## config.mk

```make
export PLATFORM = sky130hd
export DESIGN_NAME = frac_baud_gen
export DESIGN_NICKNAME = d
export VERILOG_FILES = /design/src/rtl/fbd_pkg.sv /design/src/rtl/fbd_cfg_regs.sv /design/src/rtl/fbd_period_gen.sv /design/src/rtl/fbd_bit_div.sv /design/src/rtl/frac_baud_gen.sv
export SDC_FILE = /design/constraint.sdc
export NUM_CORES = 1
export LEC_CHECK = 0
export ABC_AREA = 1
export BUFFER_PORTS_ARGS = -buffer_cell sky130_fd_sc_hd__buf_2
export CORE_MARGIN = 5
export CORE_UTILIZATION = 40
export CTS_BUF_LIST = sky130_fd_sc_hd__clkbuf_4 sky130_fd_sc_hd__clkbuf_8
export CTS_CLUSTER_SIZE = 25
export DETAILED_ROUTE_END_ITERATION = 10
export SLEW_MARGIN = 30
export SYNTH_ARGS = -nofsm -noshare
export SYNTH_HDL_FRONTEND = slang
export SYNTH_SLANG_ARGS = --single-unit
```

## constraint.sdc

```tcl
create_clock -name clk -period 3.05 [get_ports clk]
set_input_delay 0.61 -clock clk [delete_from_list [all_inputs] [get_ports clk]]
set_output_delay 0.61 -clock clk [all_outputs]
set_load 0.02 [all_outputs]
```

## src/rtl/fbd_pkg.sv

```systemverilog
package fbd_pkg;
  localparam int unsigned FBD_DIV_W   = 16;
  localparam int unsigned FBD_FRAC_W  = 4;
  localparam int unsigned FBD_OS_RATE = 16;

  typedef enum logic [1:0] {
    FSRC_NONE = 2'd0,
    FSRC_HOST = 2'd1,
    FSRC_ABD  = 2'd2
  } frac_src_e;
endpackage

```

## src/rtl/fbd_cfg_regs.sv

```systemverilog
module fbd_cfg_regs
  import fbd_pkg::*;
#(
  parameter int unsigned DIV_W   = FBD_DIV_W,
  parameter int unsigned FRAC_W  = FBD_FRAC_W,
  parameter int unsigned RST_DIV = 16
) (
  input  logic              clk,
  input  logic              rst_n,
  input  logic              host_div_we,
  input  logic [DIV_W-1:0]  host_div,
  input  logic              host_frac_we,
  input  logic [FRAC_W-1:0] host_frac,
  input  logic              abd_we,
  input  logic [FRAC_W-1:0] abd_frac,
  output logic [DIV_W-1:0]  div_q,
  output logic [FRAC_W-1:0] frac_q
);
  localparam logic [DIV_W-1:0] DIV_RESET = DIV_W'(RST_DIV);

  frac_src_e src;

  // Autobaud has priority over the host on the fraction field.
  always_comb begin
    if (abd_we)            src = FSRC_ABD;
    else if (host_frac_we) src = FSRC_HOST;
    else                   src = FSRC_NONE;
  end

  always_ff @(posedge clk) begin
    if (!rst_n) begin
      div_q <= DIV_RESET;
    end else if (host_div_we) begin
      div_q <= host_div;
    end
  end

  always_ff @(posedge clk) begin
    if (!rst_n) begin
      frac_q <= '0;
    end else begin
      unique case (src)
        FSRC_ABD:  frac_q <= abd_frac;
        FSRC_HOST: frac_q <= host_frac;
        default:   frac_q <= frac_q;
      endcase
    end
  end
endmodule

```

## src/rtl/fbd_period_gen.sv

```systemverilog
module fbd_period_gen
  import fbd_pkg::*;
#(
  parameter int unsigned DIV_W  = FBD_DIV_W,
  parameter int unsigned FRAC_W = FBD_FRAC_W
) (
  input  logic              clk,
  input  logic              rst_n,
  input  logic [DIV_W-1:0]  div,
  input  logic [FRAC_W-1:0] frac,
  output logic              bound,
  output logic              os_tick
);
  logic [DIV_W-1:0]  cnt;
  logic [FRAC_W-1:0] acc;
  logic [FRAC_W:0]   acc_sum;
  logic [DIV_W-1:0]  eff_div;
  logic [DIV_W-1:0]  cnt_load;
  logic              stretch;

  // A divisor of zero is run as one so the strobe never stalls.
  assign eff_div  = (div == '0) ? DIV_W'(1) : div;
  assign acc_sum  = {1'b0, acc} + {1'b0, frac};
  assign stretch  = acc_sum[FRAC_W];
  // The reload value is eff_div-1, plus one when the accumulator carries.
  assign cnt_load = (eff_div - DIV_W'(1)) + DIV_W'(stretch);
  assign bound    = (cnt == '0);

  always_ff @(posedge clk) begin
    if (!rst_n) begin
      cnt     <= '0;
      acc     <= '0;
      os_tick <= 1'b0;
    end else begin
      os_tick <= bound;
      if (bound) begin
        cnt <= cnt_load;
        acc <= acc_sum[FRAC_W-1:0];
      end else begin
        cnt <= cnt - DIV_W'(1);
      end
    end
  end
endmodule

```

## src/rtl/fbd_bit_div.sv

```systemverilog
module fbd_bit_div
  import fbd_pkg::*;
#(
  parameter int unsigned RATE = FBD_OS_RATE
) (
  input  logic clk,
  input  logic rst_n,
  input  logic bound,
  output logic bit_tick
);
  localparam int unsigned CW = (RATE > 1) ? $clog2(RATE) : 1;
  localparam logic [CW-1:0] LAST = CW'(RATE - 1);

  logic [CW-1:0] os_cnt;

  generate
    if (RATE == 1) begin : g_pass
      always_ff @(posedge clk) begin
        if (!rst_n) begin
          os_cnt   <= '0;
          bit_tick <= 1'b0;
        end else begin
          os_cnt   <= '0;
          bit_tick <= bound;
        end
      end
    end else begin : g_count
      always_ff @(posedge clk) begin
        if (!rst_n) begin
          os_cnt   <= '0;
          bit_tick <= 1'b0;
        end else begin
          bit_tick <= bound && (os_cnt == LAST);
          if (bound) begin
            os_cnt <= (os_cnt == LAST) ? '0 : os_cnt + CW'(1);
          end
        end
      end
    end
  endgenerate
endmodule

```

## src/rtl/frac_baud_gen.sv

```systemverilog
module frac_baud_gen
  import fbd_pkg::*;
#(
  parameter int unsigned DIV_W   = FBD_DIV_W,
  parameter int unsigned FRAC_W  = FBD_FRAC_W,
  parameter int unsigned OS_RATE = FBD_OS_RATE,
  parameter int unsigned RST_DIV = 16
) (
  input  logic              clk,
  input  logic              rst_n,
  input  logic              host_div_we,
  input  logic [DIV_W-1:0]  host_div,
  input  logic              host_frac_we,
  input  logic [FRAC_W-1:0] host_frac,
  input  logic              abd_we,
  input  logic [FRAC_W-1:0] abd_frac,
  output logic              os_tick,
  output logic              bit_tick
);
  logic [DIV_W-1:0]  div_q;
  logic [FRAC_W-1:0] frac_q;
  logic              bound;

  fbd_cfg_regs #(.DIV_W(DIV_W), .FRAC_W(FRAC_W), .RST_DIV(RST_DIV)) u_regs (
    .clk(clk), .rst_n(rst_n),
    .host_div_we(host_div_we), .host_div(host_div),
    .host_frac_we(host_frac_we), .host_frac(host_frac),
    .abd_we(abd_we), .abd_frac(abd_frac),
    .div_q(div_q), .frac_q(frac_q)
  );

  fbd_period_gen #(.DIV_W(DIV_W), .FRAC_W(FRAC_W)) u_period (
    .clk(clk), .rst_n(rst_n),
    .div(div_q), .frac(frac_q),
    .bound(bound), .os_tick(os_tick)
  );

  fbd_bit_div #(.RATE(OS_RATE)) u_bits (
    .clk(clk), .rst_n(rst_n),
    .bound(bound), .bit_tick(bit_tick)
  );
endmodule

```

==> summary.md, run 1 <==
| Metric | Value |
|---|---|
| CTS resizes | `0` |
| FF-to-FF Start | `u_regs.frac_q[0]$_SDFFE_PN0P_` |
| CP Capture Type | `register` |
| Die X | `about 90 um` |
| Status | `finished, final reports clean` |
| GRT Overall Usage | `between 10 and 15%` |
| Post-synthesis sequential area ratio | `a little over a third` |
| First drt pass iteration count | `4` |
| Worst clock skew | `roughly 6.3 ps` |
| Via Count | `~2.2k` |
| Die area | `around 8000 um2` |
| Setup WS pre-CTS | `a little under 700 ps` |
| Hold Fails Final Rpt | `0` |
| Placed cell count | `458` |
| Critical path peak fanout | `3` |
| Clk root buf | `clkbuf_8` |
| Htree depth | `2` |
| Achievable Freq | `~420 MHz` |
| Crit path launch type | `register` |
| First-pass GRT wire length | `about 9600 um` |
| Largest stage delay, worst path | `400 ps` |
| Synth Area in Adders | `approximately 4.7%` |
| Hold Path Origin | `u_period.acc[2]$_SDFFE_PN0P_` |
| Non-filler instance count after layout | `around 470` |
| CP most frequent cell | `ha_1` |
| ANT nets after route | `0` |
| Synth Area in XOR/XNOR | `a little over 8%` |
| Largest net degree at the start of global routing | `27` |
| Post-synthesis simple-gate area fraction | `between 30% and 40%` |
| Leakage power | `0.00131 uW` |
| Ant diodes | `0` |
| Area growth from synthesis to layout | `11.6%` |
| Main combinational cell family by area after synthesis | `simple AND/OR/NAND/NOR gates` |
| Critical path type | `reg2reg` |
| Clk Latency, worst-skew pair | `slightly below 300 ps` |
| Cell Chain, Critical Path | `ha_1, inv_1, fa_1, o21ai_0, a21oi_1, ha_1, ha_1, nand3_1, nor2_1, nand2_1, xor2_1, nand2_1, a21oi_1` |
| Cells taking the most area after synthesis | `dfxtp_1, nand2_1, xor2_1` |
| Drt via density | `~4.8` |
| Core Region | `6280 um2` |
| CP startpoint | `u_regs.frac_q[0]$_SDFFE_PN0P_` |
| Clk sinks | `between 40 and 50` |
| Filler cell count | `around 670` |
| Grt ovf | `0` |
| Count of cell types in the netlist | `31` |
| Initial DRC count | `93` |
| FFs w/ async S/R, synth | `0%` |
| Clock-pin slew on the worst setup and hold paths | `~80 ps` |
| Ratio of cells with drive above 1 in the final layout | `14.1%` |
| Input/output buffers | `30` |
| DRC | `0` |
| Setup-failing EPs final | `0` |
| Antenna violations before repair | `0` |
| Synth Warn # | `0` |
| Die Ht | `90 um` |
| Peak supply drop | `around 0.26 mV` |
| CTS tree | `done` |
| Total Wirelength | `5520 um` |
| Core Util, Final | `approximately 46%` |
| DR WL/cell | `around 12 um` |
| EDFF count, synth | `0` |
| Max Slew Vio Count | `0` |
| RSZ-0062 raised after global routing | `false` |
| #FFs+latches synth | `46` |
| WP buf/inv | `1` |
| Cell with the most instances after synthesis | `nand2_1` |
| Most common library cells after synthesis | `nand2_1, nor2_1, dfxtp_1` |
| Crit-path slowest cell | `fa_1` |
| Power density cells | `704 nW/um2` |
| Relative slew slack | `between 40% and 50%` |
| Vias in the first global route | `~2.1k` |
| Ports | `31` |
| Row count | `29` |
| Final HPWL DP | `approximately 4200 um` |
| Setup bufs post-CTS | `0` |
| CTS max path bufs | `2` |
| Nets | `426` |
| Yosys top cell by area | `dfxtp_1` |
| Routability cong. | `about 0.90` |
| Worst Path Required | `about 3300 ps` |
| CTS buffer count | `5` |
| Crit-path leading delay family | `adder cells` |
| FF-to-FF setup slack | `approximately 700 ps` |
| Critical path arrival | `2580 ps` |
| Setup TNS | `0 ps` |
| Synthesized area | `around 2600 um2` |
| PnR worst setup slack | `around 690 ps` |
| Syn Inst Count | `~360` |
| Hold Path Class | `reg2reg` |
| Post-layout min period | `~2400 ps` |
| Ys flop type | `dfxtp_1` |
| Initial Utilization | `between 40 and 50%` |
| Avg Cell Area, Syn | `7.13 um2` |
| Synth Area in Compound Gates | `roughly 12%` |
| Syn Nets | `around 400` |
| Final worst-path cycle share | `approximately 78%` |
| CTS Hold Bufs | `0` |
| Max-Cap Viols | `0` |
| Post-synthesis mux area share | `0%` |
| Share of the synthesized area in the top cell type | `between 30% and 40%` |
| Worst Tran Pin Value | `roughly 770 ps` |
==> cells in the final DEF (no fill, tap or decap), drive strengths merged, types with 8 or more instances in the layout <==
master,netlist,final
nand2,77,77
inv,43,43
nand3,21,21
buf,2,30
nor2,57,57
dfxtp,46,46
o21ai,23,23
ha,8,8
a21oi,33,33
xor2,21,21
==> worst paths after layout <==
path	end	cells after the start
max	u_period.cnt[14]$_SDFF_PN0_	13
min	u_period.acc[2]$_SDFFE_PN0P_	2
max reg2reg	u_period.cnt[14]$_SDFF_PN0_	13
min reg2reg	u_period.acc[2]$_SDFFE_PN0P_	2
==> area by class of cell <==
type	count	area [um2]	area share, %
flip-flops and latches	46	921	32.2
inverters	43	166	5.83
well taps	77	96.3	3.37
multi-input cells	262	1430	50.0
clock buffers	7	90.1	3.15
clock inverters	1	5.00	0.175
repair buffers	30	150	5.26
==> kinds of logic after synthesis <==
logic type                 after synthesis
AOI/OAI and AO/OA                       60
xor gates and xnor gates                24
adders and majority gates                9
buffers and inverters                   51
DFF                                     46
and+or+nand+nor                        169
==> layer usage <==
layer	vias to the layer above	part of all wire [%]	track usage [%]
met5	-	0	0
met3	8	3.8	2.75
met2	43	45	22.5
met1	982	50	18.6
met4	0	1.4	4.47
li1	1210	-	-
==> power breakdown <==
group	internal (uW)	switching, uW	leakage, uW	total, uW
clock	192	201	0.0000517	393
combinational	306	523	0.000875	829
sequential	702	86.0	0.000379	788
total	1200	809	0.00131	2010
==> registers in the layout (all words and copies together), names as in the netlist <==
name / flops
u_bits.bit_tick: 1
u_bits.os_cnt: 4
u_period.acc: 4
u_period.cnt: 16
u_period.os_tick: 1
u_regs.div_q: 16
u_regs.frac_q: 4
==> stage by stage <==
stage | hold slack [ps] | cell area [um2] | power (uW)
5_1_grt | 502 | 2860 | 2190
4_1_cts | 478 | 2860 | 2030
3_5_place_dp | 465 | 2760 | 1630
3_3_place_gp | 458 | 2760 | 1620
6_report | 475 | 2860 | 2010
2_1_floorplan | 447 | 2560 | 1480
==> worst register-to-register path: cells and delay by family, from the launching register on <==
family          cells  cell delay, ps
simple gates        4             360
fa+ha+maj           4             990
flops               1             350
compound gates      3             390
xor+xnor            1             150
buf+inv             1              50
Note: power is estimated with default switching activity, not from simulation.
==> run 2: changes to the inputs <==
ABC_AREA = 0   (was 1)
clock period = 2.5 ns   (was 3.05 ns; I/O delays follow)
==> run 2 against run 1 <==
Critical path depth unchanged. Clock skew increased by 0.87 ps. Cell count decreased by 17%. The run now ends with setup timing left. Non-clock buffer count increased by 24. Maximum frequency decreased by 10%. Worst hold slack got worse by 60 ps. Via count decreased by 16%. Design area increased by 3.8%. Clock-buffer cell count decreased by 1. Area after synthesis decreased by 8.0%. Clock power increased by 72%.
==> summary.md, run 2 <==
| Metric | Value |
|---|---|
| Status | `complete, but fails checks` |
| Failing checks | `setup timing` |
| Crit-path leading delay family | `simple AND/OR/NAND/NOR gates` |
| Clk sinks | `46` |
| Switching Power | `960 uW` |
| Max Slew Vio Count | `0` |
| Internal power | `around 1800 uW` |
| Via Count | `between 1.5k and 2k` |
| Leakage power | `0.00130 uW` |
| Worst path depth | `13` |
| FF-to-FF Start | `u_regs.frac_q[0]$_SDFFE_PN0P_` |
| Sequential cell area | `between 900 and 1000 um2` |
| Grt ovf | `0` |
| Die Ht | `approximately 87 um` |
| Core Util, Final | `about 50%` |
| Ratio of cells with drive above 1 in the final layout | `between 20 and 30%` |
| Total Wirelength | `between 4000 and 5000 um` |
| Ports | `31` |
| Power density cells | `approximately 940 nW/um2` |
| Switching portion of total power | `34.5%` |
| DRC | `0` |
| Grt met1 use | `approximately a fifth` |
| Most common library cells after synthesis | `dfxtp_1, nor2_1, nand2_1` |
| Hold Path Class | `in2reg` |
| CTS buffer count | `5` |
| Most common cell after layout, fill and taps aside | `dfxtp_1` |
| Combinational share of power | `a little under two fifths` |
| Row count | `28` |
| Antenna violations before repair | `0` |
| Setup TNS | `-511 ps` |
| Avg Cell Area, Syn | `approximately 9 um2` |
| Largest net degree at the start of global routing | `26` |
| Hold Fails Final Rpt | `0` |
| Clock power share | `24.3%` |
| PnR worst setup slack | `-141 ps` |
| Hold Path Origin | `host_div[4]` |
| Clk Latency, worst-skew pair | `around 300 ps` |
| Setup WS pre-CTS | `-200 ps` |
| Hold Crit Endpoint | `u_regs.div_q[4]$_SDFFE_PN1P_` |
| Post-placement cell area | `around 2800 um2` |
| Critical path type | `reg2reg` |
| Count of cell types in the netlist | `43` |
| Vias in the first global route | `~1.8k` |
| Worst Path Required | `2690 ps` |
| Cell Chain, Critical Path | `ha_4, inv_2, fa_2, inv_2, a21o_1, a21oi_2, ha_2, ha_4, nor3b_4, or4b_4, nor4_4, xnor2_1, a21oi_2` |
| CTS tree | `done` |
| WP buf/inv | `2` |
| Worst Tran Pin Value | `between 500 and 600 ps` |
| Hold Path Stages | `3` |
| Htree depth | `2` |
| GRT Overall Usage | `between 10 and 15%` |
| Ant diodes | `0` |
| Area growth from synthesis to layout | `25.9%` |
| CP Capture Type | `register` |
| Die area | `between 7000 and 8000 um2` |
| Fin area | `2960 um2` |
| Flop pwr share | `37.7%` |
| Max-Cap Viols | `0` |
| Die X | `approximately 87 um` |
| Largest stage delay, worst path | `between 500 and 600 ps` |
| DR WL/cell | `12.8 um` |
| Ys flop type | `dfxtp_1` |
| FF-to-FF setup slack | `-140 ps` |
| Post-synthesis sequential area ratio | `between 30 and 40%` |
| R2R depth | `13` |
| First-pass GRT wire length | `between 8000 and 9000 um` |
| Achievable Freq | `about 380 MHz` |
| Crit-path slowest cell | `or4b_4` |
| Largest registers | `u_period.cnt (16), u_regs.div_q (16)` |
| Routing usage on met3 | `2.85%` |
| RSZ-0062 raised after global routing | `true` |
| Initial Utilization | `40.5%` |
| FF-to-FF End | `u_period.cnt[12]$_SDFF_PN0_` |
| Crit path launch type | `register` |
| Synth Warn # | `0` |
| EDFF count, synth | `0` |
| Syn Inst Count | `approximately 260` |
| Setup-failing EPs final | `6` |
| Critical path arrival | `about 2800 ps` |
| Routability cong. | `~0.79` |
| CTS max path bufs | `2` |
| Initial DRC count | `70` |
| CTS Hold Bufs | `0` |
| Commonest cells after routing, fill and taps aside | `dfxtp_1, nor2_1, nand2_1, buf_2, buf_4` |
| Post-layout min period | `2640 ps` |
| Filler cell count | `573` |
| Drt via density | `a little under 5` |
| Core Region | `between 5000 and 6000 um2` |
| Synthesized area | `about 2400 um2` |
| FFs w/ async S/R, synth | `0%` |
| Clock-pin slew on the worst setup and hold paths | `~90 ps` |
| Yosys top cell by area | `dfxtp_1` |
| GR Util met2 | `approximately 22%` |
| Relative slew slack | `~62%` |
| Critical path peak fanout | `4` |
| ANT nets after route | `0` |
| Cell with the most instances after synthesis | `dfxtp_1` |
| Setup bufs post-CTS | `0` |
| Worst clock skew | `slightly above 7 ps` |
| Peak supply drop | `approximately 0.33 mV` |
| #FFs+latches synth | `46` |
| Clk root buf | `clkbuf_8` |
| Nets | `roughly 350` |
| Syn Nets | `~300` |
| Share of the synthesized area in the top cell type | `39.1%` |
| Final worst-path cycle share | `106%` |
| Cells taking the most area after synthesis | `dfxtp_1, mux2i_1, nor2_1` |
| Multi-input logic area | `1430 um2` |
| Final HPWL DP | `3860 um` |
| GR peak layer | `met2` |
| Input/output buffers | `30` |
| First drt pass iteration count | `4` |
| Hold slack | `415 ps` |
run 2: cell types whose count changed in the layout (fill, tap and decap cells not counted), sizes merged, moves of 21 or more:
| cell | delta |
|---|---|
| inv | -34 |
| o21ai | -21 |
| mux2i | +21 |
| nor2 | -22 |
| nand2 | -45 |
| buf | +24 |
run 2: metal layers:
metal,part of all wire (%),wire [um],vias to the layer above
met5,0,0,-
met4,1.9,92,0
met3,3.5,173,7
met2,45,2250,33
met1,49,2450,852
li1,-,-,999
run 2: cell families after synthesis:
group	after synthesis	synth area share, %
and+or+nand+nor	108	25.6
xor gates and xnor gates	26	9.67
AOI/OAI and AO/OA	32	8.08
buffers and inverters	21	3.56
muxes	21	8.93
adders and majority gates	9	5.10
DFF	46	39.1
run 2: worst reg2reg max path: stages (launching register included):
cell and delay (ps):
dfxtp_2 340, ha_4 160, inv_2 50, fa_2 200, inv_2 30, a21o_1 150, a21oi_2 150, ha_2 220
ha_4 130, nor3b_4 170, or4b_4 530, nor4_4 160, xnor2_1 170, a21oi_2 70
run 2: how the worst max path moves through the flow:
stage                                              from  slack, ps                          end
after detailed placement  u_regs.frac_q[0]$_SDFFE_PN0P_       -200  u_period.cnt[14]$_SDFF_PN0_
after global routing      u_regs.frac_q[0]$_SDFFE_PN0P_       -270  u_period.cnt[12]$_SDFF_PN0_
final                     u_regs.frac_q[0]$_SDFFE_PN0P_       -140  u_period.cnt[12]$_SDFF_PN0_
after CTS                 u_regs.frac_q[0]$_SDFFE_PN0P_       -170  u_period.cnt[12]$_SDFF_PN0_
after floorplan           u_regs.frac_q[0]$_SDFFE_PN0P_        -70  u_period.cnt[14]$_SDFF_PN0_
after global placement    u_regs.frac_q[0]$_SDFFE_PN0P_       -150  u_period.cnt[14]$_SDFF_PN0_
run 2: what timing repair did:
action,in CTS,in global routing
pin swaps,4,6
resized for setup,2,8
endpoints found under the setup margin,9,10
run 2: power by group through the flow:
stage	Combinational (uW)	Sequential [uW]	Clock (uW)
after global placement	1030	1060	0
after floorplan	787	1050	0
after CTS	1050	1050	697
after detailed placement	1040	1060	0
final	1060	1050	677
after global routing	1210	1070	728
run 2: layout make-up:
| cell class | instances | area share [%] |
|---|---|---|
| multi-input cells | 196 | 48.3 |
| flip-flops and latches | 46 | 31.2 |
| repair buffers | 54 | 11.3 |
| well taps | 75 | 3.17 |
| clock buffers | 6 | 2.79 |
| clock inverters | 2 | 2.03 |
| inverters | 10 | 1.27 |
run 2: stage by stage:
stage,power (uW),cells
final,2780,389
after global routing,3000,389
after CTS,2800,389
after detailed placement,2110,381
after global placement,2090,381
after floorplan,1840,263
==> run 3: changes to the inputs <==
--- a/config.mk
+++ b/config.mk
@@ -10,3 +10,3 @@
 export CORE_MARGIN = 5
-export CORE_UTILIZATION = 40
+export CORE_UTILIZATION = 35
 export CTS_BUF_LIST = sky130_fd_sc_hd__clkbuf_4 sky130_fd_sc_hd__clkbuf_8
@@ -14,2 +14,3 @@
 export DETAILED_ROUTE_END_ITERATION = 10
+export GPL_TIMING_DRIVEN = 0
 export SLEW_MARGIN = 30
--- a/constraint.sdc
+++ b/constraint.sdc
@@ -3,2 +3,2 @@
 set_output_delay 0.5 -clock clk [all_outputs]
-set_load 0.02 [all_outputs]
+set_load 0.01 [all_outputs]
==> run 3 against run 2 <==
The flow still finishes with violations (setup timing). Combinational power is essentially flat. Die area is 13% higher. Clock power fell by 19%. Setup slack got worse by 90 ps. First-iteration DRC count grew 36%. Power is 5.2% lower. Critical path depth stayed put. Via count rose by 0.26%.
==> summary.md, run 3 (synthesis gave the netlist of run 2 again) <==
| Metric | Value |
|---|---|
| Worst Path Required | `2700 ps` |
| Clk root buf | `clkbuf_8` |
| Final HPWL DP | `3690 um` |
| Hold Fails Final Rpt | `0` |
| Clk sinks | `46` |
| Drt via density | `between 4 and 5` |
| Post-layout min period | `about 2700 ps` |
| Max-Cap Viols | `0` |
| Power density cells | `between 900 and 1000 nW/um2` |
| Clock-pin slew on the worst setup and hold paths | `~90 ps` |
| CP startpoint | `u_regs.frac_q[0]$_SDFFE_PN0P_` |
| Via Count | `roughly 1.9k` |
| Row count | `29` |
| Core Region | `6460 um2` |
| First drt pass iteration count | `4` |
| Die Ht | `approximately 90 um` |
| Initial DRC count | `95` |
| Largest registers | `u_period.cnt (16), u_regs.div_q (16)` |
| Most common cell after layout, fill and taps aside | `dfxtp_1` |
| ANT nets after route | `0` |
| Achievable Freq | `roughly 370 MHz` |
| Ports | `31` |
| Critical path arrival | `between 2000 and 3000 ps` |
| First-pass GRT wire length | `between 8000 and 9000 um` |
| Hold Path Origin | `abd_frac[0]` |
| Routability cong. | `just under 0.8` |
| Worst clock skew | `approximately 13 ps` |
| CTS buffer count | `5` |
| Ant diodes | `0` |
| WP buf/inv | `2` |
| Cell Chain, Critical Path | `ha_4, inv_2, fa_2, inv_2, a21o_1, a21oi_2, ha_2, ha_4, nor3b_4, or4b_4, nor4_4, xnor2_2, a21oi_2` |
| Htree depth | `2` |
| DR WL/cell | `~13 um` |
| Vias in the first global route | `~1.8k` |
| GRT Overall Usage | `about an eighth` |
| Fin area | `2930 um2` |
| Largest net degree at the start of global routing | `15` |
| Multi-input logic area | `1500 um2` |
| Peak supply drop | `between 0.4 and 0.5 mV` |
| Largest stage delay, worst path | `~540 ps` |
| Clk Latency, worst-skew pair | `approximately 300 ps` |
| Worst Tran Pin Value | `around 670 ps` |
| Crit-path leading delay family | `simple AND/OR/NAND/NOR gates` |
| FF-to-FF Start | `u_regs.frac_q[0]$_SDFFE_PN0P_` |
| DRC | `0` |
| Leakage power | `0.00125 uW` |
| Critical path peak fanout | `4` |
| Filler cell count | `approximately 630` |
| Ratio of cells with drive above 1 in the final layout | `between 20% and 30%` |
| Antenna violations before repair | `0` |
| Die area | `about 8500 um2` |
| Die X | `a little over 90 um` |
| Status | `complete, but fails checks` |
| Crit-path slowest cell | `or4b_4` |
| CP Capture Type | `register` |
| Final worst-path cycle share | `109%` |
| Area growth from synthesis to layout | `24.4%` |
| CTS tree | `done` |
| Max Slew Vio Count | `0` |
| Nets | `344` |
| PnR worst setup slack | `-231 ps` |
| CTS max path bufs | `2` |
| RSZ-0062 raised after global routing | `true` |
| Grt ovf | `0` |
| Initial Utilization | `between 30 and 40%` |
| Input/output buffers | `26` |
| Setup WS pre-CTS | `-405 ps` |
| Failing checks | `setup timing` |
| Post-placement cell area | `2630 um2` |
| CTS Hold Bufs | `0` |
| Relative slew slack | `55.6%` |
| Hold Path Class | `in2reg` |
| Total Wirelength | `roughly 5000 um` |
| Critical path type | `reg2reg` |
| Setup-failing EPs final | `9` |
| Crit path launch type | `register` |
| Commonest cells after routing, fill and taps aside | `dfxtp_1, nor2_1, nand2_1, buf_2, mux2i_1` |
| Sequential cell area | `between 900 and 1000 um2` |
## run 3: final cells by class
type | count | area share [%]
inverters | 10 | 1.28
plain buffers | 11 | 1.58
clock buffers | 5 | 2.35
multi-input cells | 196 | 51.2
flip-flops and latches | 46 | 31.7
repair buffers | 36 | 7.26
well taps | 77 | 3.29
clock inverters | 3 | 1.37
## run 3: report_power, final
group,total [uW],switching [uW],internal [uW]
Combinational,1030,536,490
Clock,546,251,295
Sequential,1070,176,890
## run 3: final timing paths
kind / endpoint / slack, ps / depth (start not counted)
min reg2reg: u_period.acc[2]$_SDFFE_PN0P_ / 470 / 2
max: u_period.cnt[12]$_SDFF_PN0_ / -230 / 13
max reg2reg: u_period.cnt[12]$_SDFF_PN0_ / -230 / 13
min: u_regs.frac_q[0]$_SDFFE_PN0P_ / 430 / 3
## run 3: per-stage QoR
step           setup TNS (ps)  cells  util, %  hold slack, ps  power [uW]
2_1_floorplan            -145    263        -             436        1840
3_3_place_gp            -2560    366     40.6             445        2030
3_5_place_dp            -2660    366     40.6             454        2050
4_1_cts                 -1240    380     43.7             420        2630
5_1_grt                 -2100    384     45.4             427        2840
6_report                -1190    384     45.4             425        2640
## run 3: what timing repair did
action | in CTS | in global routing
buffers inserted | 6 | 4
setup endpoints to repair | 10 | 12
pin swaps | 10 | 5
cloned | 0 | 0
gates resized for setup | 10 | 15
hold endpoints to repair | 0 | 0
## run 3: worst reg2reg max path, delay by kind of cell (launching register included)
kind                       cells  cell delay (ps)
and+or+nand+nor                3              930
adders and majority gates      4              730
AOI/OAI and AO/OA              3              390
DFF                            1              350
xor gates and xnor gates       1              160
buffers and inverters          2               70
## run 3: per-layer routing
metal  vias up  global-route usage, %  wire length [um]
met5         -                      0                 0
met4         0                   4.46                85
met3        10                   2.13               124
met2        23                   20.0              2340
met1       873                   16.1              2470
li1        990                      -                 -
